===== src/rtl/msv_pkg.sv =====
package msv_pkg;

   // Classified second-tick event presented to the frame controller.
   typedef struct packed {
      logic err;
      logic gap;
      logic pulse;
   } msv_evt_t;

   // Width needed to hold the values 0..n.
   function automatic int unsigned cnt_width(input int unsigned n);
      return (n < 2) ? 1 : $clog2(n + 1);
   endfunction

endpackage


===== src/rtl/msv_frame_counter.sv =====
module msv_frame_counter #(
   parameter int unsigned TARGET = 58
) (
   input  logic clk,
   input  logic rst_n,
   input  logic clr,
   input  logic inc,
   output logic at_target
);
   localparam int unsigned CW = msv_pkg::cnt_width(TARGET);
   localparam logic [CW-1:0] LIMIT = CW'(TARGET);

   logic [CW-1:0] cnt_q;

   // Saturating count: the controller rejects any increment past LIMIT.
   always_ff @(posedge clk or negedge rst_n) begin
      if (!rst_n) begin
         cnt_q <= '0;
      end else if (clr) begin
         cnt_q <= '0;
      end else if (inc && (cnt_q != LIMIT)) begin
         cnt_q <= cnt_q + 1'b1;
      end
   end

   assign at_target = (cnt_q == LIMIT);

endmodule


===== src/rtl/msv_frame_ctrl.sv =====
module msv_frame_ctrl (
   input  logic               clk,
   input  logic               rst_n,
   input  msv_pkg::msv_evt_t  evt,
   input  logic               at_target,
   output logic               cnt_clr,
   output logic               cnt_inc,
   output logic               minute_o,
   output logic               frame_sync_o,
   output logic               pulse_err_o
);
   logic synced_q, armed_q, fsync_q, err_q, min_q;
   logic synced_d, armed_d, fsync_d, err_d, min_d;

   always_comb begin
      synced_d = synced_q;
      armed_d  = armed_q;
      fsync_d  = fsync_q;
      err_d    = err_q;
      min_d    = 1'b0;
      cnt_clr  = 1'b0;
      cnt_inc  = 1'b0;
      if (evt.err) begin
         // Discard the frame; wait for a fresh gap.
         cnt_clr  = 1'b1;
         synced_d = 1'b0;
         armed_d  = 1'b0;
         fsync_d  = 1'b0;
         err_d    = 1'b1;
      end else if (evt.gap) begin
         fsync_d  = 1'b1;
         err_d    = 1'b0;
         synced_d = 1'b1;
         armed_d  = synced_q && at_target;
      end else if (evt.pulse) begin
         fsync_d = 1'b0;
         if (fsync_q) begin
            // Frame-opening pulse: fire if armed, restart counting.
            min_d   = armed_q;
            armed_d = 1'b0;
            cnt_clr = 1'b1;
         end else if (!synced_q) begin
            cnt_clr = 1'b1;
         end else if (at_target) begin
            // One pulse too many before the gap.
            cnt_clr  = 1'b1;
            synced_d = 1'b0;
         end else begin
            cnt_inc = 1'b1;
         end
      end
   end

   always_ff @(posedge clk or negedge rst_n) begin
      if (!rst_n) begin
         synced_q <= 1'b0;
         armed_q  <= 1'b0;
         fsync_q  <= 1'b0;
         err_q    <= 1'b0;
         min_q    <= 1'b0;
      end else begin
         synced_q <= synced_d;
         armed_q  <= armed_d;
         fsync_q  <= fsync_d;
         err_q    <= err_d;
         min_q    <= min_d;
      end
   end

   assign minute_o     = min_q;
   assign frame_sync_o = fsync_q;
   assign pulse_err_o  = err_q;

endmodule


===== src/rtl/msv_stretch.sv =====
module msv_stretch #(
   parameter int unsigned LEN = 4
) (
   input  logic clk,
   input  logic rst_n,
   input  logic trig,
   output logic hold_o
);
   generate
      if (LEN == 1) begin : g_flop
         logic q;
         always_ff @(posedge clk or negedge rst_n) begin
            if (!rst_n) q <= 1'b0;
            else        q <= trig;
         end
         assign hold_o = q;
      end else begin : g_count
         localparam int unsigned SW = msv_pkg::cnt_width(LEN);
         logic [SW-1:0] left_q;
         always_ff @(posedge clk or negedge rst_n) begin
            if (!rst_n)              left_q <= '0;
            else if (trig)           left_q <= SW'(LEN);
            else if (left_q != '0)   left_q <= left_q - 1'b1;
         end
         assign hold_o = (left_q != '0);
      end
   endgenerate

endmodule


===== src/rtl/minute_sync_validator.sv =====
module minute_sync_validator #(
   parameter int unsigned FRAME_PULSES = 58,
   parameter int unsigned ACT_HOLD     = 1000,
   parameter int unsigned MIN_HOLD     = 2000
) (
   input  logic clk,
   input  logic rst_n,
   input  logic sec_pulse_i,
   input  logic gap_i,
   input  logic err_i,
   output logic minute_o,
   output logic minute_led_o,
   output logic sec_active_o,
   output logic frame_sync_o,
   output logic pulse_err_o
);
   generate
      if (FRAME_PULSES < 2) begin : g_bad_frame
         $error("FRAME_PULSES must be at least 2");
      end
      if (ACT_HOLD < 1) begin : g_bad_act
         $error("ACT_HOLD must be at least 1");
      end
      if (MIN_HOLD < 1) begin : g_bad_min
         $error("MIN_HOLD must be at least 1");
      end
   endgenerate

   msv_pkg::msv_evt_t evt;
   logic cnt_clr, cnt_inc, at_target;

   assign evt = '{err: err_i, gap: gap_i, pulse: sec_pulse_i};

   msv_frame_counter #(.TARGET(FRAME_PULSES)) u_count (
      .clk       (clk),
      .rst_n     (rst_n),
      .clr       (cnt_clr),
      .inc       (cnt_inc),
      .at_target (at_target)
   );

   msv_frame_ctrl u_ctrl (
      .clk          (clk),
      .rst_n        (rst_n),
      .evt          (evt),
      .at_target    (at_target),
      .cnt_clr      (cnt_clr),
      .cnt_inc      (cnt_inc),
      .minute_o     (minute_o),
      .frame_sync_o (frame_sync_o),
      .pulse_err_o  (pulse_err_o)
   );

   msv_stretch #(.LEN(ACT_HOLD)) u_act (
      .clk    (clk),
      .rst_n  (rst_n),
      .trig   (sec_pulse_i),
      .hold_o (sec_active_o)
   );

   msv_stretch #(.LEN(MIN_HOLD)) u_min (
      .clk    (clk),
      .rst_n  (rst_n),
      .trig   (minute_o),
      .hold_o (minute_led_o)
   );

endmodule


===== config.mk =====
export PLATFORM = sky130hd
export DESIGN_NAME = minute_sync_validator
export DESIGN_NICKNAME = d
export VERILOG_FILES = /design/src/rtl/msv_pkg.sv /design/src/rtl/msv_frame_counter.sv /design/src/rtl/msv_frame_ctrl.sv /design/src/rtl/msv_stretch.sv /design/src/rtl/minute_sync_validator.sv
export SDC_FILE = /design/constraint.sdc
export NUM_CORES = 1
export LEC_CHECK = 0
export CAP_MARGIN = 20
export CORE_AREA = 2 2 57 59
export DETAILED_ROUTE_END_ITERATION = 6
export DIE_AREA = 0 0 59 61
export MAX_ROUTING_LAYER = met4
export PLACE_DENSITY_LB_ADDON = 0.2
export SLEW_MARGIN = 10
export SYNTH_ARGS = -nofsm -noshare
export SYNTH_HDL_FRONTEND = slang
export SYNTH_SLANG_ARGS = --single-unit

===== constraint.sdc =====
create_clock -name clk -period 3.8 [get_ports clk]
set_input_delay 0.76 -clock clk [delete_from_list [all_inputs] [get_ports clk]]
set_output_delay 0.76 -clock clk [all_outputs]
set_load 0.03 [all_outputs]

Yosys cells after proc, flatten, opt, wreduce, memory -nomap -nowiden
Index checks and enable logic that the tools add are counted.
- word-level logic and storage cells: 61
- bits in registers: 32
- bits of input ports: 5
- output and inout port bits: 5
- reduce and logical (&&, ||, !) cells: 12
- multiplexer cells: 35
- add/subtract/negate cells: 3
- eq/ne operators: 3
- operators with widths (kind ; number):
    $mux W1 ; 29
    $mux W11 ; 2
    $mux W10 ; 2
    $mux W6 ; 2
    $reduce_bool A11 Y1 ; 1
    $sub A11 B1 Y11 const B ; 1
    $reduce_bool A10 Y1 ; 1
    $sub A10 B1 Y10 const B ; 1
    $reduce_bool A2 Y1 ; 4
    $add A6 B1 Y6 const B ; 1
    $eq A6 B6 Y1 const B ; 1
    $ne A6 B6 Y1 const B ; 1
    $reduce_bool A3 Y1 ; 2
    $reduce_and A2 Y1 ; 2
    $ne A3 B3 Y1 const B ; 1
    $logic_and A1 B1 Y1 ; 2

Depth between registers and ports, before layout
- depth after elaboration: 10
- gate-level depth with buffers: 7
- gate-level depth less buffers: 7

Modules after synthesis
From an unflattened synthesis, not the netlist that was laid out.
- cell total of the unflattened synthesis: 177
- area, all modules: 1731.7 um^2
- modules (own cells, without submodules) (module ; instances ; area an instance (um^2) ; sequential area each (um^2) ; cells each):
    msv_stretch (u_min) ; 1 ; 593.1 ; 275.3 ; 62
    msv_stretch (u_act) ; 1 ; 543.0 ; 250.2 ; 55
    msv_frame_counter ; 1 ; 367.9 ; 150.1 ; 38
    msv_frame_ctrl ; 1 ; 227.7 ; 125.1 ; 22

Least setup slack after synthesis
Ideal clock, no wire load.
- path kind: register to output
- start point: register u_act.g_count.left_q[0]
- end point: output sec_active_o
- arrival: 1336 ps
- path buffers: 0
- stages on the path, launching flop included: 6
- slack: 1704 ps
- data required time: 3040 ps
- cells stage by stage: dfrtp_1 -> inv_1 -> ha_1 -> nor3b_1 -> and3_2 -> inv_2
- word-level cells in the longest chain between the ends: 1
- RTL lines (item ; line ; source):
    start, declared ; msv_stretch.sv:19 ; logic [SW-1:0] left_q;
    start signal, assigned ; msv_stretch.sv:22 ; else if (trig) left_q <= SW'(LEN);
    start signal, assigned ; msv_stretch.sv:23 ; else if (left_q != '0) left_q <= left_q - 1'b1;
    $reduce_bool A10 Y1 ; msv_stretch.sv:25 ; assign hold_o = (left_q != '0);
    end, declared ; minute_sync_validator.sv:13 ; output logic sec_active_o,
Every way passes these cells.

Worst setup path in the final report
Same ends and word-level chain as after synthesis.

==> results summary <==
Once detail routing completed, the nets flagged for antenna violations numbered 0. The setup path with the least slack is of type flop to output pin. In the synthesized netlist the async set-or-reset flop fraction comes to 100.0%. The share of the clock period used by the worst path after layout came out at approximately 83%. The worst-case hold slack came out at between 500 and 600 ps. In the final routed layout, each cell accounts on average for about 14 um. The starting density of the core came out at a little under 60%.

In the synthesized netlist the dominant register cell turns out to be sky130_fd_sc_hd__dfrtp_1. The routed via count divided by cell count came out at 5.851. The worst ir drop on vdd is between 0.3 and 0.4 mV.

The worst path setup slack after routing is between 600 and 700 ps. The site row count came out at 20. Setup repair after global routing left no endpoint under its margin.

The post-synthesis cell type with the largest combined area is sky130_fd_sc_hd__dfrtp_1. The number of unique standard cell types used by synthesis is 46. The worst path required time is 3040 ps. The setup-violating endpoint count in the final report is 0. After clock tree synthesis, the clock-pin slew on the worst setup and hold paths is 100 ps. The critical path starts at u_act.g_count.left_q[0]. The number of gates resized after CTS is 0. After synthesis, the most frequently instantiated cells are sky130_fd_sc_hd__dfrtp_1 (32), sky130_fd_sc_hd__nor2_1 (23), sky130_fd_sc_hd__a21oi_1 (14). The worst register-to-register path begins at u_act.g_count.left_q[0]. The routed layout has between 1000 and 1500 vias. The signal on the critical path passes through inv_1, ha_1, nor3b_1, and3_2, inv_2, clkdlybuf4s50_1. The flip-flop and latch area is 800.8 um^2. The sequential element share of the synthesized area is a little under half. The CTS H-tree depth is 2. The filler cells instantiated in the layout total approximately 240.

The flow ran to the end, and the final reports show no timing, DRC or antenna violations. The largest individual stage delay along the critical path comes from the cell sky130_fd_sc_hd__clkdlybuf4s50_1. The wire length of the first global-routing pass is approximately 5400 um. The count of buffers added on input and output ports is 9.

At the pin with the least slew margin, the transition time is approximately 450 ps. The relative slew slack came out at 69.98%. When the netlist entered floorplanning its net count stood at roughly 190. The die span in y came out at roughly 61 um. The number of antenna violations at the first check in global routing came out at 0.

The min-delay analysis places its worst path in the category flop to flop. The overflow left after global routing came out at 0. The remaining routing DRC violations is 0.

Each instance of the synthesized netlist takes up on average ~10 um^2. On the worst path, the slowest cell contributes a delay of ~590 ps. The worst register-to-register path ends at u_act.g_count.left_q[1].

In this run the worst path has a maximum fanout of 4. The number of violations of the max-capacitance limit is 0. Following the worst setup path forward leads to its endpoint at sec_active_o. Broken down by cell family, the worst path's largest delay share belongs to buffers and inverters. The die covers 3599 um^2.

Measured along the x axis, the die boundary spans about 60 um. The shortest period the worst path allows came out at between 3000 and 4000 ps. Sorting the synthesized cells by area gives the leading types as sky130_fd_sc_hd__dfrtp_1 (47%), sky130_fd_sc_hd__nor2_1 (5.1%), sky130_fd_sc_hd__ha_1 (4.4%), sky130_fd_sc_hd__a21oi_1 (4.1%), sky130_fd_sc_hd__o31ai_1 (2.2%). The clock tree buffer depth is 2. The power per cell area is approximately 560 nW/um^2. The total clock buffers created by CTS came out at 5. The sort of element at the start of the critical path is a flop. The post-synthesis register bit count came out at 32.

The root buffer cell chosen for the clock tree is sky130_fd_sc_hd__clkbuf_4. The number of logic stages on the critical path including buffering is 6. The count of synthesis-stage warnings from yosys came out at 0. In the post-synthesis netlist, the cell with the most instances is sky130_fd_sc_hd__dfrtp_1. The number of global-route vias before repair came out at ~1300. The count of nets after finishing is 198. The growth of design area from synthesis to finish is 12.76%. After the first detailed-routing iteration, the DRC count stood at 83. The region available for standard cell placement spans approximately 3000 um^2.

The number of enable-type register cells in the synthesized netlist came out at 0. After synthesis the cells add up to 1707 um^2. The I/O pin count came out at 10. The tree built by TritonCTS fans out to 32 sinks. TritonCTS built the clock tree. The number of search-and-repair iterations in the first detailed-routing pass came out at 4. Power comes to 1076 uW.

The synthesized instance count is ~170. The final-report max-slew violation count is 0. The clock tree skew after final layout is around 11 ps.

The routability congestion estimate is ~0.9. The fmax came out at 0.3161 GHz. The endpoint class of the critical path is an output pin.

The ratio of cells with drive above 1 in the final layout is a little over a tenth. The number of cells traversed by the worst register-to-register path came out at 6. The number of hold buffers added after CTS came out at 0. The number of endpoints with negative hold slack in the final report is 0.

The routed wire length is ~3100 um. The global-route total usage across every layer came out at a little over a fifth. The repair_antennas step left the layout with diodes totalling 0.

Entering global routing, the biggest net connects 33 pins. The total buffers and inverters traversed by the critical path came out at 3. The static leakage is 0.0008248 uW.

The post-placement setup slack is 1010 ps. The register-to-register path setup slack came out at slightly below 2000 ps. The final sum of negative setup slack came out at 0 ps.

The HPWL after detailed placement came out at ~2200 um. The proportion of netlist area held by the largest area contributor came out at between 40 and 50%. Once the clock tree was built, the setup fixing pass inserted 0 buffers. The multi-input logic area is between 800 and 900 um^2. STA puts the critical path data arrival time at about 2400 ps. The clock latency reported for the late side of the worst-skew pair is between 300 and 400 ps.
-- area by class of cell --
class | count | share of cell area (%)
clock buffers | 7 | 3.381
clock inverters | 1 | 1.560
inverters | 11 | 2.146
multi-input cells | 127 | 44.08
flip-flops and latches | 32 | 41.61
well taps | 33 | 2.146
repair buffers | 10 | 5.072
-- metal layers --
layer  part of all wire (%)  track usage, %  vias up
li1                       -               -      647
met5                      0               -        -
met1                     44           24.35      610
met3                    4.7           6.397        6
met4                    1.3           7.792        0
met2                     50           34.13       30
-- how the worst min path moves through the flow --
| stage | cells after the start | startpoint | end | slack [ps] |
|---|---|---|---|---|
| after floorplan | 0 | rst_n | u_act.g_count.left_q[0] | 460 |
| final | 1 | u_act.g_count.left_q[9] | u_act.g_count.left_q[9] | 510 |
| after CTS | 1 | u_act.g_count.left_q[9] | u_act.g_count.left_q[9] | 520 |
| after detailed placement | 1 | u_ctrl.pulse_err_o | u_ctrl.pulse_err_o | 500 |
| after global placement | 1 | u_ctrl.pulse_err_o | u_ctrl.pulse_err_o | 470 |
| after global routing | 1 | u_act.g_count.left_q[9] | u_act.g_count.left_q[9] | 540 |
-- metrics by stage --
stage / instances / utilization (%) / cell area, um^2
3_3_place_gp: 213 / 61.95 / 1829
2_1_floorplan: 174 / - / 1707
4_1_cts: 221 / 65.17 / 1924
3_5_place_dp: 213 / 61.95 / 1829
6_report: 221 / 65.17 / 1924
5_1_grt: 221 / 65.17 / 1924
-- cell families after synthesis --
group                    Yosys count  synth area share, %
AO/OA/AOI/OAI                     43                17.30
buffers and inverters             15                3.372
AND/OR/NAND/NOR                   69                23.24
flip-flops                        32                46.92
XOR/XNOR                           7                3.592
adder cells (fa/ha/maj)            6                4.399
multiplexers                       2                1.173
-- state kept, by name (all words and copies together) (netlist names) --
register	flops
u_ctrl.synced_q	1
u_count.cnt_q	6
u_ctrl.pulse_err_o	1
u_min.g_count.left_q	11
u_ctrl.minute_o	1
u_act.g_count.left_q	10
u_ctrl.armed_q	1
u_ctrl.frame_sync_o	1
-- power by group --
group	internal, uW	total (uW)	leakage, uW	switching, uW
Combinational	134	290	0.000385	156
Clock	175	292	0.0000515	117
Sequential	409	494	0.000388	85.6
-- placed cells by master, fill, tap and decap left out, drive strengths merged, types with 2 or more instances in the layout --
cell	netlist	routed
a211oi	4	4
a21oi	14	14
a311o	2	2
a311oi	2	2
a31oi	2	2
and3	3	3
clkbuf	3	7
clkdlybuf4s50	0	9
dfrtp	32	32
ha	6	6
inv	11	11
mux2i	2	2
nand2	9	9
nand2b	4	4
nand3	4	4
nand3b	2	2
nor2	23	23
nor2b	5	5
nor3	7	7
nor3b	2	2
o2111ai	2	2
o21ai	4	4
o31ai	5	5
or3	5	5
xnor2	3	3
xor2	4	4
Power figures use the tool's default switching activity.
